<file path="config.mk">
export PLATFORM = sky130hd
export DESIGN_NAME = adc_avg_top
export DESIGN_NICKNAME = d
export VERILOG_FILES = /design/src/rtl/adc_avg_pkg.sv /design/src/rtl/adc_avg_seq.sv /design/src/rtl/adc_avg_accum.sv /design/src/rtl/adc_avg_scale.sv /design/src/rtl/adc_avg_top.sv
export SDC_FILE = /design/constraint.sdc
export NUM_CORES = 1
export LEC_CHECK = 0
export BUFFER_PORTS_ARGS = -buffer_cell sky130_fd_sc_hd__buf_2
export CORE_UTILIZATION = 30
export DETAILED_ROUTE_END_ITERATION = 16
export PLACE_DENSITY = 0.45
export SETUP_SLACK_MARGIN = 0.1
export SYNTH_ARGS = -nofsm -noshare
export SYNTH_HDL_FRONTEND = slang
export SYNTH_SLANG_ARGS = --single-unit
</file>
<file path="constraint.sdc">
create_clock -name clk -period 4.42 [get_ports clk]
set_input_delay 0.663 -clock clk [delete_from_list [all_inputs] [get_ports clk]]
set_output_delay 0.663 -clock clk [all_outputs]
set_load 0.02 [all_outputs]
</file>
<file path="src/rtl/adc_avg_pkg.sv">
package adc_avg_pkg;
  typedef enum logic [1:0] {
    ST_IDLE,
    ST_ISSUE,
    ST_WAIT,
    ST_SCALE
  } seq_state_e;

  typedef enum logic {
    PH_WARMUP,
    PH_GATHER
  } phase_e;
endpackage

</file>
<file path="src/rtl/adc_avg_seq.sv">
module adc_avg_seq
  import adc_avg_pkg::*;
#(
  parameter int DISCARD_N   = 2,
  parameter int ACC_N       = 80,
  parameter int ATTEMPT_MAX = 200
) (
  input  logic clk,
  input  logic rst,
  input  logic start,
  input  logic rd_ack,
  input  logic rd_flag,
  input  logic scale_done,
  output logic rd_req,
  output logic busy,
  output logic overrun,
  output logic clr_acc,
  output logic acc_en,
  output logic scale_go
);
  localparam int ATT_W = $clog2(ATTEMPT_MAX + 1);
  localparam int TGT_MAX = (DISCARD_N > ACC_N) ? DISCARD_N : ACC_N;
  localparam int CNT_W = $clog2(TGT_MAX + 1);

  seq_state_e       state;
  phase_e           phase;
  logic [ATT_W-1:0] att;
  logic [CNT_W-1:0] cnt;

  logic [ATT_W-1:0] att_nxt;
  logic [CNT_W-1:0] cnt_nxt;
  logic [CNT_W-1:0] target;
  logic             quota_met;
  logic             budget_out;

  always_comb begin
    att_nxt    = att + ATT_W'(1);
    cnt_nxt    = cnt + CNT_W'(rd_flag);
    target     = (phase == PH_WARMUP) ? CNT_W'(DISCARD_N) : CNT_W'(ACC_N);
    quota_met  = (cnt_nxt == target);
    budget_out = (att_nxt == ATT_W'(ATTEMPT_MAX));
    clr_acc    = (state == ST_IDLE) && start;
    acc_en     = (state == ST_WAIT) && rd_ack && rd_flag && (phase == PH_GATHER);
  end

  always_ff @(posedge clk) begin
    if (rst) begin
      state    <= ST_IDLE;
      phase    <= PH_WARMUP;
      att      <= '0;
      cnt      <= '0;
      rd_req   <= 1'b0;
      busy     <= 1'b0;
      overrun  <= 1'b0;
      scale_go <= 1'b0;
    end else begin
      rd_req   <= 1'b0;
      scale_go <= 1'b0;
      unique case (state)
        ST_IDLE: begin
          if (start) begin
            state   <= ST_ISSUE;
            phase   <= PH_WARMUP;
            att     <= '0;
            cnt     <= '0;
            overrun <= 1'b0;
            busy    <= 1'b1;
          end
        end
        ST_ISSUE: begin
          rd_req <= 1'b1;
          state  <= ST_WAIT;
        end
        ST_WAIT: begin
          if (rd_ack) begin
            if (quota_met || budget_out) begin
              if (!quota_met) overrun <= 1'b1;
              if (phase == PH_WARMUP) begin
                phase <= PH_GATHER;
                att   <= '0;
                cnt   <= '0;
                state <= ST_ISSUE;
              end else begin
                att      <= att_nxt;
                cnt      <= cnt_nxt;
                state    <= ST_SCALE;
                scale_go <= 1'b1;
              end
            end else begin
              att   <= att_nxt;
              cnt   <= cnt_nxt;
              state <= ST_ISSUE;
            end
          end
        end
        ST_SCALE: begin
          if (scale_done) begin
            state <= ST_IDLE;
            busy  <= 1'b0;
          end
        end
        default: state <= ST_IDLE;
      endcase
    end
  end

  AST_REQ_SINGLE: assert property (@(posedge clk) disable iff (rst)
    rd_req |=> !rd_req);
  AST_REQ_NEEDS_RUN: assert property (@(posedge clk) disable iff (rst)
    rd_req |-> busy);
  AST_ATT_BOUND: assert property (@(posedge clk) disable iff (rst)
    att <= ATT_W'(ATTEMPT_MAX));
  AST_OVR_AT_LIMIT: assert property (@(posedge clk) disable iff (rst)
    $rose(overrun) |-> ($past(att) == ATT_W'(ATTEMPT_MAX - 1)));
  AST_START_IGNORED: assert property (@(posedge clk) disable iff (rst)
    (state == ST_WAIT && start && !rd_ack) |=> (state == ST_WAIT && phase == $past(phase)));
  AST_WARMUP_NO_ADD: assert property (@(posedge clk) disable iff (rst)
    (phase == PH_WARMUP) |-> !acc_en);
endmodule

</file>
<file path="src/rtl/adc_avg_accum.sv">
module adc_avg_accum #(
  parameter int VAL_W = 10,
  parameter int SUM_W = 17
) (
  input  logic             clk,
  input  logic             rst,
  input  logic             clr,
  input  logic             add_en,
  input  logic [VAL_W-1:0] add_val,
  output logic [SUM_W-1:0] sum
);
  always_ff @(posedge clk) begin
    if (rst || clr) sum <= '0;
    else if (add_en) sum <= sum + SUM_W'(add_val);
  end

  AST_SUM_NO_WRAP: assert property (@(posedge clk) disable iff (rst)
    (add_en && !clr) |=> (sum >= $past(sum)));
endmodule

</file>
<file path="src/rtl/adc_avg_scale.sv">
module adc_avg_scale #(
  parameter int SUM_W   = 17,
  parameter int SCALE   = 1000,
  parameter int DIVISOR = 80,
  parameter int PROD_W  = 27,
  parameter int RES_MAX = 1023000
) (
  input  logic              clk,
  input  logic              rst,
  input  logic              go,
  input  logic [SUM_W-1:0]  sum_in,
  output logic [PROD_W-1:0] quot,
  output logic              q_valid
);
  localparam int R_W    = $clog2(DIVISOR + 1) + 1;
  localparam int ITER_W = $clog2(PROD_W + 1);
  localparam logic [PROD_W-1:0] SCALE_C = PROD_W'(SCALE);
  localparam logic [R_W-1:0]    DIV_C   = R_W'(DIVISOR);

  logic [PROD_W-1:0] dvd;
  logic [R_W-2:0]    rem;
  logic [ITER_W-1:0] iter;
  logic              run;
  logic [R_W-1:0]    shifted;
  logic              fits;

  always_comb begin
    shifted = {rem, dvd[PROD_W-1]};
    fits    = (shifted >= DIV_C);
  end

  always_ff @(posedge clk) begin
    if (rst) begin
      dvd     <= '0;
      rem     <= '0;
      iter    <= '0;
      run     <= 1'b0;
      quot    <= '0;
      q_valid <= 1'b0;
    end else begin
      q_valid <= 1'b0;
      if (go) begin
        dvd  <= PROD_W'(sum_in) * SCALE_C;
        rem  <= '0;
        quot <= '0;
        iter <= ITER_W'(PROD_W);
        run  <= 1'b1;
      end else if (run) begin
        dvd  <= {dvd[PROD_W-2:0], 1'b0};
        quot <= {quot[PROD_W-2:0], fits};
        rem  <= fits ? (R_W-1)'(shifted - DIV_C) : shifted[R_W-2:0];
        iter <= iter - ITER_W'(1);
        if (iter == ITER_W'(1)) begin
          run     <= 1'b0;
          q_valid <= 1'b1;
        end
      end
    end
  end

  AST_QV_PULSE: assert property (@(posedge clk) disable iff (rst)
    q_valid |=> !q_valid);
  AST_QUOT_RANGE: assert property (@(posedge clk) disable iff (rst)
    q_valid |-> (quot <= PROD_W'(RES_MAX)));
endmodule

</file>
<file path="src/rtl/adc_avg_top.sv">
module adc_avg_top #(
  parameter int DATA_W      = 16,
  parameter int VAL_W       = 10,
  parameter int DISCARD_N   = 2,
  parameter int ACC_N       = 80,
  parameter int ATTEMPT_MAX = 200,
  parameter int SCALE       = 1000,
  localparam int VMAX       = (1 << VAL_W) - 1,
  localparam int SUM_W      = $clog2(ACC_N * VMAX + 1),
  localparam int PROD_W     = SUM_W + $clog2(SCALE + 1)
) (
  input  logic              clk,
  input  logic              rst,
  input  logic              start,
  output logic              rd_req,
  input  logic              rd_ack,
  input  logic [DATA_W-1:0] rd_data,
  output logic              busy,
  output logic              done,
  output logic              overrun,
  output logic [PROD_W-1:0] avg_out
);
  localparam int FLAG_BIT = VAL_W;
  localparam int RES_MAX  = VMAX * SCALE;

  logic              clr_acc;
  logic              acc_en;
  logic              scale_go;
  logic              q_valid;
  logic [SUM_W-1:0]  sum;
  logic [PROD_W-1:0] quot;
  logic              unused_hi_bits;

  assign unused_hi_bits = ^rd_data[DATA_W-1:FLAG_BIT+1];

  adc_avg_seq #(
    .DISCARD_N  (DISCARD_N),
    .ACC_N      (ACC_N),
    .ATTEMPT_MAX(ATTEMPT_MAX)
  ) u_seq (
    .clk       (clk),
    .rst       (rst),
    .start     (start),
    .rd_ack    (rd_ack),
    .rd_flag   (rd_data[FLAG_BIT]),
    .scale_done(q_valid),
    .rd_req    (rd_req),
    .busy      (busy),
    .overrun   (overrun),
    .clr_acc   (clr_acc),
    .acc_en    (acc_en),
    .scale_go  (scale_go)
  );

  adc_avg_accum #(
    .VAL_W(VAL_W),
    .SUM_W(SUM_W)
  ) u_accum (
    .clk    (clk),
    .rst    (rst),
    .clr    (clr_acc),
    .add_en (acc_en),
    .add_val(rd_data[VAL_W-1:0]),
    .sum    (sum)
  );

  adc_avg_scale #(
    .SUM_W  (SUM_W),
    .SCALE  (SCALE),
    .DIVISOR(ACC_N),
    .PROD_W (PROD_W),
    .RES_MAX(RES_MAX)
  ) u_scale (
    .clk    (clk),
    .rst    (rst),
    .go     (scale_go),
    .sum_in (sum),
    .quot   (quot),
    .q_valid(q_valid)
  );

  always_ff @(posedge clk) begin
    if (rst) begin
      done    <= 1'b0;
      avg_out <= '0;
    end else begin
      done <= q_valid;
      if (q_valid) avg_out <= quot;
    end
  end

  AST_DONE_IDLE: assert property (@(posedge clk) disable iff (rst)
    done |-> !busy);
  AST_OUT_HELD: assert property (@(posedge clk) disable iff (rst)
    !done |-> $stable(avg_out));
endmodule

</file>
==> reports/qor.yml, run 1 <==
status: "completed"
gp_congestion: 0.753
cts_made_buffers: 17
initial_core_util: 0.305
grt.overflow.total: 0
slew-limit-headroom: 0.385
netSwitchingFraction: 0.266
tns_ps: 0
r2r_slack_ps: 270
intPower_mw: 1.97
period_share: 0.939
seq_power_share: 0.446
num_vias: 6629
placed_cells: 1381
power_density_nw_per_um2: 261
grt_pass1_wl_mm: 33.1
switching_power_mw: 0.714
combPwrFrac: 0.026
rows: 62
cts_tree: "done"
required_ps: 4760
cts_setup_buffers: 0
pre_cts_ws_ps: 81.2
remaining_drc_errors: 0
max_stage_delay_ps: 570
final_area_um2: 10300
ios: 51
worst_slack_ps: 267
grt_max_degree: 52
ys_ff_latch: 132
syn_nets: 1111
wl_mm: 19.3
critical-path-top-delay-family: "adder cells"
dieArea_um2: 30000
syn-cell-area_um2: 8790
n_fill_cell: 2982
dp_hpwl_mm: 14.2
io_buffers: 45
synthArstFlopShare: 0
hold_violations: 0
finalClockSkew_ps: 16.1
fp.dieW_um: 173
setup_viol: 0
syn2layout_area_growth_pct: 17.1
fp.dieH_um: 173
clock.fmax_ghz: 0.241
clk_pin_slew_ps: 80
max_cap_viol_count: 0
core-area_um2: 28800
drtPass1Iterations: 4
drtIter0Drc: 284
synth_warnings: 0
cts.sinks: 132
synth_edf_count: 0
arrival_ps: 4500
placed_area_um2: 9610
crit_path_end_kind: "register"
diodes: 0
critPathBufInv: 3
grt_use_total: 0.135
rsz0062_at_grt: "true"
fin_crit_ps: 4150
insertion_delay_ps: 430
cp_max_fo: 4
worstSetupPathType: "register to register"
syn_inst: 957
yosysSeqAreaShare: 0.301
synth_area_leaders: "dfxtp_1, fa_1, ha_1"
drive_gt1_frac: 0.164
clockBufferDepth: 2
hold_class: "input pin to register"
ys_types: 70
htree_num_levels: 4
antenna_found_initial: 1
slew_violations: 0
power.total_mw: 2.68
first_global_vias: 6596
via_per_inst: 4.69
irDropWorstVdd_mv: 0.248
synth_most_common_cell: "dfxtp_1"
synth_top_area_share: 0.301
synth_area_per_cell_um2: 9.18
synth_common_cells: "dfxtp_1, nor2_1, inv_1, ha_1, mux2i_1"
final_nets: 1170
slowest_stage: "fa_1"
leakagePower_nw: 4.10
cts_hold_buf: 0
synth_top_cell_by_area: "dfxtp_1"
clockRootBuffer: "clkbuf_16"
antenna_left: 0
clkPwrFrac: 0.528
wire_per_inst_um: 13.7
path_cells: "inv_2 > fa_1 > fa_1 > fa_1 > fa_1 > inv_1 > ha_1 > buf_4 > nand3_1 > nor3b_2 > o21bai_1 > a21oi_2 > o21a_1 > o32ai_1"
ys.flop_type: "dfxtp_1"
instances_no_fill: 1413
worstMarginPinSlew_ps: 922
cpMostUsedCell: "fa_1"
worstSetupStartpointType: "register"
## sequential cells by signal, summed over array words and instances, names as in the netlist
| register | cells |
|---|---|
| u_accum.sum | 17 |
| u_scale.rem | 7 |
| done | 1 |
| u_seq.att | 8 |
| u_seq.state | 2 |
| u_seq.busy | 1 |
| u_scale.dvd | 24 |
| u_seq.phase | 1 |
| u_scale.q_valid | 1 |
| u_seq.scale_go | 1 |
| u_seq.overrun | 1 |
| avg_out | 27 |
| u_seq.rd_req | 1 |
| u_seq.cnt | 7 |
| u_scale.iter | 5 |
| u_scale.run | 1 |
| u_scale.quot | 27 |
## layout make-up
type                            instances  area, um^2  area share
Timing Repair Buffer                   83         510      0.0496
Multi-Input combinational cell        687        5710       0.555
Clock inverter                         15         158      0.0153
Inverter                               95         357      0.0347
Tap cell                              384         480      0.0467
Clock buffer                           17         425      0.0413
Sequential cell                       132        2650       0.258
## power by group through the flow
stage	Clock, mW	Combinational, mW	Sequential, mW
final	1.42	0.0710	1.20
after global routing	1.51	0.0796	1.20
after floorplan	0	0.0464	1.22
after detailed placement	0	0.0726	1.22
after CTS	1.47	0.0728	1.20
after global placement	0	0.0723	1.22
## cell usage in the layout, fill, tap and decap left out, drive strengths merged, types with 4 or more instances in the layout
cell,count
nand2,45
a31oi,15
clkbuf,17
xor2,8
a211o,7
nor2,127
ha,75
inv,104
a22o,4
dfxtp,132
and3,6
fa,59
mux2,8
a21oi,57
mux2i,70
o21ai,30
nor3,8
or3,6
o21a,9
a211oi,18
nand4,9
o22ai,6
nor2b,12
o31ai,5
buf,83
nand3,24
xnor2,26
o311ai,7
## metal layers
| layer | track usage | up-vias | routed length, um |
|---|---|---|---|
| li1 | - | 3414 | - |
| met1 | 0.185 | 3135 | 9990 |
| met2 | 0.217 | 67 | 8760 |
| met3 | 0.0244 | 13 | 383 |
| met4 | 0.0391 | 0 | 195 |
| met5 | 0 | - | 0 |
## cells by family after synthesis
kind of cell / share of synthesized area
simple gates: 0.137
compound gates: 0.137
buf+inv: 0.0602
fa+ha+maj: 0.241
flops: 0.301
mux: 0.0900
xor+xnor: 0.0339
## stage by stage
step / hold slack, ps / util
global placement: 448 / 0.334
finish: 459 / 0.357
global route: 450 / 0.357
floorplan: 432 / -
CTS: 438 / 0.354
detailed placement: 448 / 0.334
## path summary, 6_finish.rpt
path	depth (start not counted)	start	end
setup reg to reg	14	u_accum.sum[7]	u_scale.dvd[26]
hold reg to reg	2	u_seq.cnt[6]	u_seq.cnt[6]
hold / removal	2	rd_ack	u_seq.state[1]
setup / recovery	14	u_accum.sum[7]	u_scale.dvd[26]
## worst register-to-register path, stage by stage (launching register included)
cell and delay (ps):
dfxtp_1 350, inv_2 90, fa_1 570, fa_1 440, fa_1 490, fa_1 510, inv_1 40, ha_1 340
buf_4 170, nand3_1 170, nor3b_2 80, o21bai_1 280, a21oi_2 110, o21a_1 190, o32ai_1 240
## timing repair
item / in CTS / in global routing
endpoints found under the setup margin: 1 / 10
pin swaps: 0 / 6
resized for setup: 1 / 34
(Power assumes the default switching activity.)
==> inputs of run 2 (changes only) <==
==> constraint.sdc (replaced) <==
create_clock -name clk -period 3.6 [get_ports clk]
set_input_delay 0.54 -clock clk [delete_from_list [all_inputs] [get_ports clk]]
set_output_delay 0.54 -clock clk [all_outputs]
set_load 0.02 [all_outputs]
==> run 2 against run 1 <==
  * The flow now finishes with violations (negative setup slack)
  * First-iteration DRC count rose by 25%
  * Core utilization rose by 3.6 points
  * Critical path type unchanged
  * Largest cell class unchanged
  * Highest routed layer unchanged
  * Via count rose by 4.3%
==> reports/qor.yml, run 2 (synthesis gave the netlist of run 1 again) <==
first_global_vias: 6965
failed_checks: "negative setup slack"
final_common_cell: "nor2_1"
required_ps: 3880
clockRootBuffer: "clkbuf_16"
core-area_um2: 28800
clk_pin_slew_ps: 70
grt.overflow.total: 0
hp-start: "rd_ack"
clkPwrFrac: 0.533
final_nets: 1244
num_vias: 6913
r2r_end: "u_scale.dvd[26]"
tns_ps: -3350
hold_depth: 2
worstSetupStartpointType: "register"
grt_max_degree: 39
drtPass1Iterations: 5
syn2layout_area_growth_pct: 28.9
dp_hpwl_mm: 14.9
fp.dieH_um: 173
placed_cells: 1443
diodes: 0
rsz0062_at_grt: "true"
setup_viol: 16
cts_tree: "done"
irDropWorstVdd_mv: 0.285
hold_violations: 0
clock.fmax_ghz: 0.254
cts_made_buffers: 17
via_per_inst: 4.65
final_area_um2: 11300
gp_congestion: 0.756
max_cap_viol_count: 0
clockBufferDepth: 2
cts_hold_buf: 0
cp_max_fo: 3
ios: 51
io_buffers: 45
instances_no_fill: 1487
wirelength_met1_mm: 10.4
rr_worst_depth: 15
met3WireLength_um: 366
placed_area_um2: 10300
final_util: 0.394
hold_class: "input pin to register"
leakagePower_nw: 4.62
grt_pass1_wl_mm: 34.6
worst_slack_ps: -336
finalClockSkew_ps: 24.2
htree_num_levels: 4
wire_per_inst_um: 13.4
power_density_nw_per_um2: 294
final_cell_mix: "nor2_1, dfxtp_1, buf_4, inv_1, mux2i_1"
drtIter0Drc: 356
antenna_left: 0
status: "finished, violations left"
arrival_ps: 4220
worstMarginPinSlew_ps: 921
top_regs: "avg_out: 27 flops, u_scale.quot: 27 flops, u_scale.dvd: 24 flops"
slew-limit-headroom: 0.386
n_fill_cell: 2891
worstSetupPathType: "register to register"
dr_wl_met2_mm: 9.07
switching_power_mw: 0.853
fin_crit_ps: 3940
slew_violations: 0
antenna_found_initial: 0
seq_power_share: 0.440
netSwitchingFraction: 0.256
initial_core_util: 0.305
grt_use_total: 0.140
highest_layer: "met4"
insertion_delay_ps: 430
crit_path_end_kind: "register"
rows: 62
remaining_drc_errors: 0
hold_end: "u_seq.state[1]"
fp.dieW_um: 173
dieArea_um2: 30000
intPower_mw: 2.47
r2r_slack_ps: -340
r2r_start: "u_accum.sum[12]"
wl_mm: 20.0
combPwrFrac: 0.027
period_share: 1.09
cts.sinks: 132
drive_gt1_frac: 0.272
run 2: layout make-up:
type / count / area (um^2) / area share
Multi-Input combinational cell: 687 / 6120 / 0.540
Sequential cell: 132 / 2680 / 0.236
Timing Repair Buffer: 157 / 1090 / 0.0961
Tap cell: 384 / 480 / 0.0424
Clock buffer: 17 / 425 / 0.0375
Inverter: 95 / 377 / 0.0332
Clock inverter: 15 / 160 / 0.0141
run 2: worst max-delay path: stages (launching register included):
cell and delay, ps:
dfxtp_4 360, inv_4 40, fa_1 480, fa_1 490, inv_1 50, fa_1 470
inv_1 50, fa_1 470, inv_1 70, ha_4 280, nand4_1 180, nor2_4 170
nand4b_1 250, a21oi_2 210, o21a_1 160, o32ai_2 80
run 2: worst max-delay path by stage:
stage | endpoint | depth (start not counted) | start | slack (ps)
2_1_floorplan | u_scale.dvd[19] | 13 | u_accum.sum[2] | -270
4_1_cts | u_scale.dvd[26] | 13 | u_accum.sum[1] | -400
5_1_grt | u_scale.dvd[26] | 13 | u_accum.sum[1] | -480
3_5_place_dp | u_scale.dvd[23] | 12 | u_accum.sum[8] | -480
6_report | u_scale.dvd[26] | 15 | u_accum.sum[12] | -340
3_3_place_gp | u_scale.dvd[23] | 12 | u_accum.sum[8] | -460
run 2: power by group through the flow:
stage | sequential [mW] | clock (mW) | combinational (mW)
final | 1.46 | 1.77 | 0.0908
after global routing | 1.46 | 1.90 | 0.103
after CTS | 1.46 | 1.83 | 0.0926
after detailed placement | 1.50 | 0 | 0.0921
after global placement | 1.50 | 0 | 0.0924
after floorplan | 1.50 | 0 | 0.0570
run 2: repair_timing:
action	4_1_cts	5_1_grt
pin swaps	41	29
gates resized for setup	50	20
setup buffers	9	3
endpoints found under the setup margin	16	17
run 2: stage by stage:
stage          total power, mW  hold WS (ps)  worst slack (ps)
3_5_place_dp              1.59           456              -475
3_3_place_gp              1.59           446              -462
4_1_cts                   3.39           327              -401
6_report                  3.33           345              -336
5_1_grt                   3.46           329              -481
2_1_floorplan             1.56           432              -271
run 2: metal layers:
metal  vias up  GRT usage
met5         -          0
met4         0     0.0321
met1      3264      0.194
li1       3573          -
met2        61      0.228
met3        15     0.0220
==> inputs of run 3 (changes only) <==
--- a/config.mk
+++ b/config.mk
@@ -8,7 +8,7 @@
 export BUFFER_PORTS_ARGS = -buffer_cell sky130_fd_sc_hd__buf_2
 export CORE_UTILIZATION = 30
 export DETAILED_ROUTE_END_ITERATION = 16
-export PLACE_DENSITY = 0.45
+export PLACE_DENSITY = 0.48
 export SETUP_SLACK_MARGIN = 0.1
 export SYNTH_ARGS = -nofsm -noshare
 export SYNTH_HDL_FRONTEND = slang
==> run 3 against run 2 <==
  * Critical path depth shrank 2
  * Wire length shrank 1.9%
  * Register-to-register slack is essentially flat
  * Critical endpoint is now u_scale.dvd[19]
  * Worst hold slack lost 15 ps
  * Global-route usage shrank 0.23 points
  * First-iteration DRC count shrank 10%
  * The run still ends with negative setup slack left
  * Critical path type unchanged
  * Sequential cell count is the same
  * Total power grew 0.90%
==> reports/qor.yml, run 3 (synthesis gave the netlist of run 1 again) <==
num_vias: 6868
clockRootBuffer: "clkbuf_16"
r2r_slack_ps: -350
gp_congestion: 0.784
slew_violations: 0
hold_depth: 2
io_buffers: 45
leakagePower_nw: 4.57
worst_slack_ps: -351
seq_power_share: 0.436
setup_viol: 16
antenna_left: 0
hold_class: "input pin to register"
via_per_inst: 4.64
final_common_cell: "nor2_1"
crit_path_end_kind: "register"
r2r_end: "u_scale.dvd[19]"
seq_area_um2: 2680
hold_violations: 0
required_ps: 3920
n_fill_cell: 2884
syn2layout_area_growth_pct: 28.6
r2r_start: "u_accum.sum[2]"
netSwitchingFraction: 0.260
cp_max_fo: 4
drtIter0Drc: 319
worstMarginPinSlew_ps: 901
antenna_found_initial: 1
clk_pin_slew_ps: 70
grt_pass1_wl_mm: 34.1
ios: 51
clockBufferDepth: 2
fin_crit_ps: 3950
drive_gt1_frac: 0.275
cts_tree: "done"
pre_cts_ws_ps: -454
grt.overflow.total: 0
intPower_mw: 2.48
top_regs: "avg_out: 27 flops, u_scale.quot: 27 flops, u_scale.dvd: 24 flops"
initial_core_util: 0.305
rows: 62
status: "finished, violations left"
hold_end: "u_seq.state[1]"
combPwrFrac: 0.027
grt_max_degree: 59
grt_use_total: 0.138
final_cell_mix: "nor2_1, dfxtp_1, buf_4, inv_1, mux2i_1"
worstSetupPathType: "register to register"
slew-limit-headroom: 0.399
cts_made_buffers: 17
remaining_drc_errors: 0
diodes: 0
clkPwrFrac: 0.537
wl_mm: 19.6
fp.dieH_um: 173
final_util: 0.393
max_cap_viol_count: 0
clock.fmax_ghz: 0.253
wire_per_inst_um: 13.3
holdWs_ps: 330
finalClockSkew_ps: 13.4
rsz0062_at_grt: "true"
period_share: 1.10
arrival_ps: 4270
core-area_um2: 28800
dieArea_um2: 30000
insertion_delay_ps: 420
rr_worst_depth: 13
drtPass1Iterations: 6
failed_checks: "negative setup slack"
multi_input_area_um2: 6130
htree_num_levels: 4
switching_power_mw: 0.874
cts.sinks: 132
irDropWorstVdd_mv: 0.266
first_global_vias: 6961
worstSetupStartpointType: "register"
fp.dieW_um: 173
power_density_nw_per_um2: 297
dp_hpwl_mm: 14.5
hp-start: "rd_ack"
final_nets: 1236
==> run 3: layer usage <==
layer  track usage  part of all wire  wire length (um)  vias to the layer above
met4        0.0361            0.0089               174                        0
met3        0.0209             0.018               362                       11
li1              -                 -                 -                     3561
met2         0.221              0.45              8840                       68
met1         0.192              0.52             10200                     3228
met5             0                 0                 0                        -
==> run 3: power groups by stage <==
stage | Combinational, mW | Sequential (mW) | Clock [mW]
2_1_floorplan | 0.0570 | 1.50 | 0
3_3_place_gp | 0.0908 | 1.50 | 0
5_1_grt | 0.102 | 1.46 | 1.93
4_1_cts | 0.0910 | 1.46 | 1.87
3_5_place_dp | 0.0907 | 1.50 | 0
6_report | 0.0903 | 1.46 | 1.80
==> run 3: worst max-delay path: stages, from the launching register on <==
cell and delay, ps:
dfxtp_4 380, inv_4 40, fa_1 550, fa_1 430, fa_1 460, fa_1 500, inv_2 40, ha_4 210
a21o_1 210, a31o_4 230, o21ai_4 180, a21oi_2 80, or3_1 300, a32o_1 240
==> run 3: per-stage QoR <==
stage | power (mW) | setup TNS [ps] | cell area [um^2] | cells
floorplan | 1.56 | -1680 | 9030 | 957
global placement | 1.59 | -4290 | 10200 | 1438
CTS | 3.42 | -3950 | 11200 | 1477
finish | 3.36 | -3480 | 11300 | 1479
detailed placement | 1.59 | -4600 | 10200 | 1438
global route | 3.50 | -5970 | 11300 | 1479
==> run 3: final cells by class <==
type / count / share of cell area
Clock inverter: 15 / 0.0161
Inverter: 95 / 0.0329
Tap cell: 384 / 0.0425
Timing Repair Buffer: 149 / 0.0910
Multi-Input combinational cell: 687 / 0.543
Sequential cell: 132 / 0.237
Clock buffer: 17 / 0.0376
==> run 3: how the worst max path moves through the flow <==
stage / startpoint / end / slack [ps] / cells past startpoint
6_report: u_accum.sum[2] / u_scale.dvd[19] / -350 / 13
5_1_grt: u_accum.sum[2] / u_scale.dvd[26] / -510 / 13
4_1_cts: u_accum.sum[2] / u_scale.dvd[26] / -370 / 13
3_5_place_dp: u_accum.sum[8] / u_scale.dvd[23] / -450 / 12
3_3_place_gp: u_accum.sum[8] / u_scale.dvd[23] / -450 / 12
2_1_floorplan: u_accum.sum[2] / u_scale.dvd[19] / -270 / 13
==> run 3: repair_timing <==
action,CTS,global route
pin swaps,35,33
endpoints found under the setup margin,17,17
hold buffers,0,0
setup buffers,7,2
gates resized for setup,49,29
hold endpoints to repair,0,0
cloned,0,0
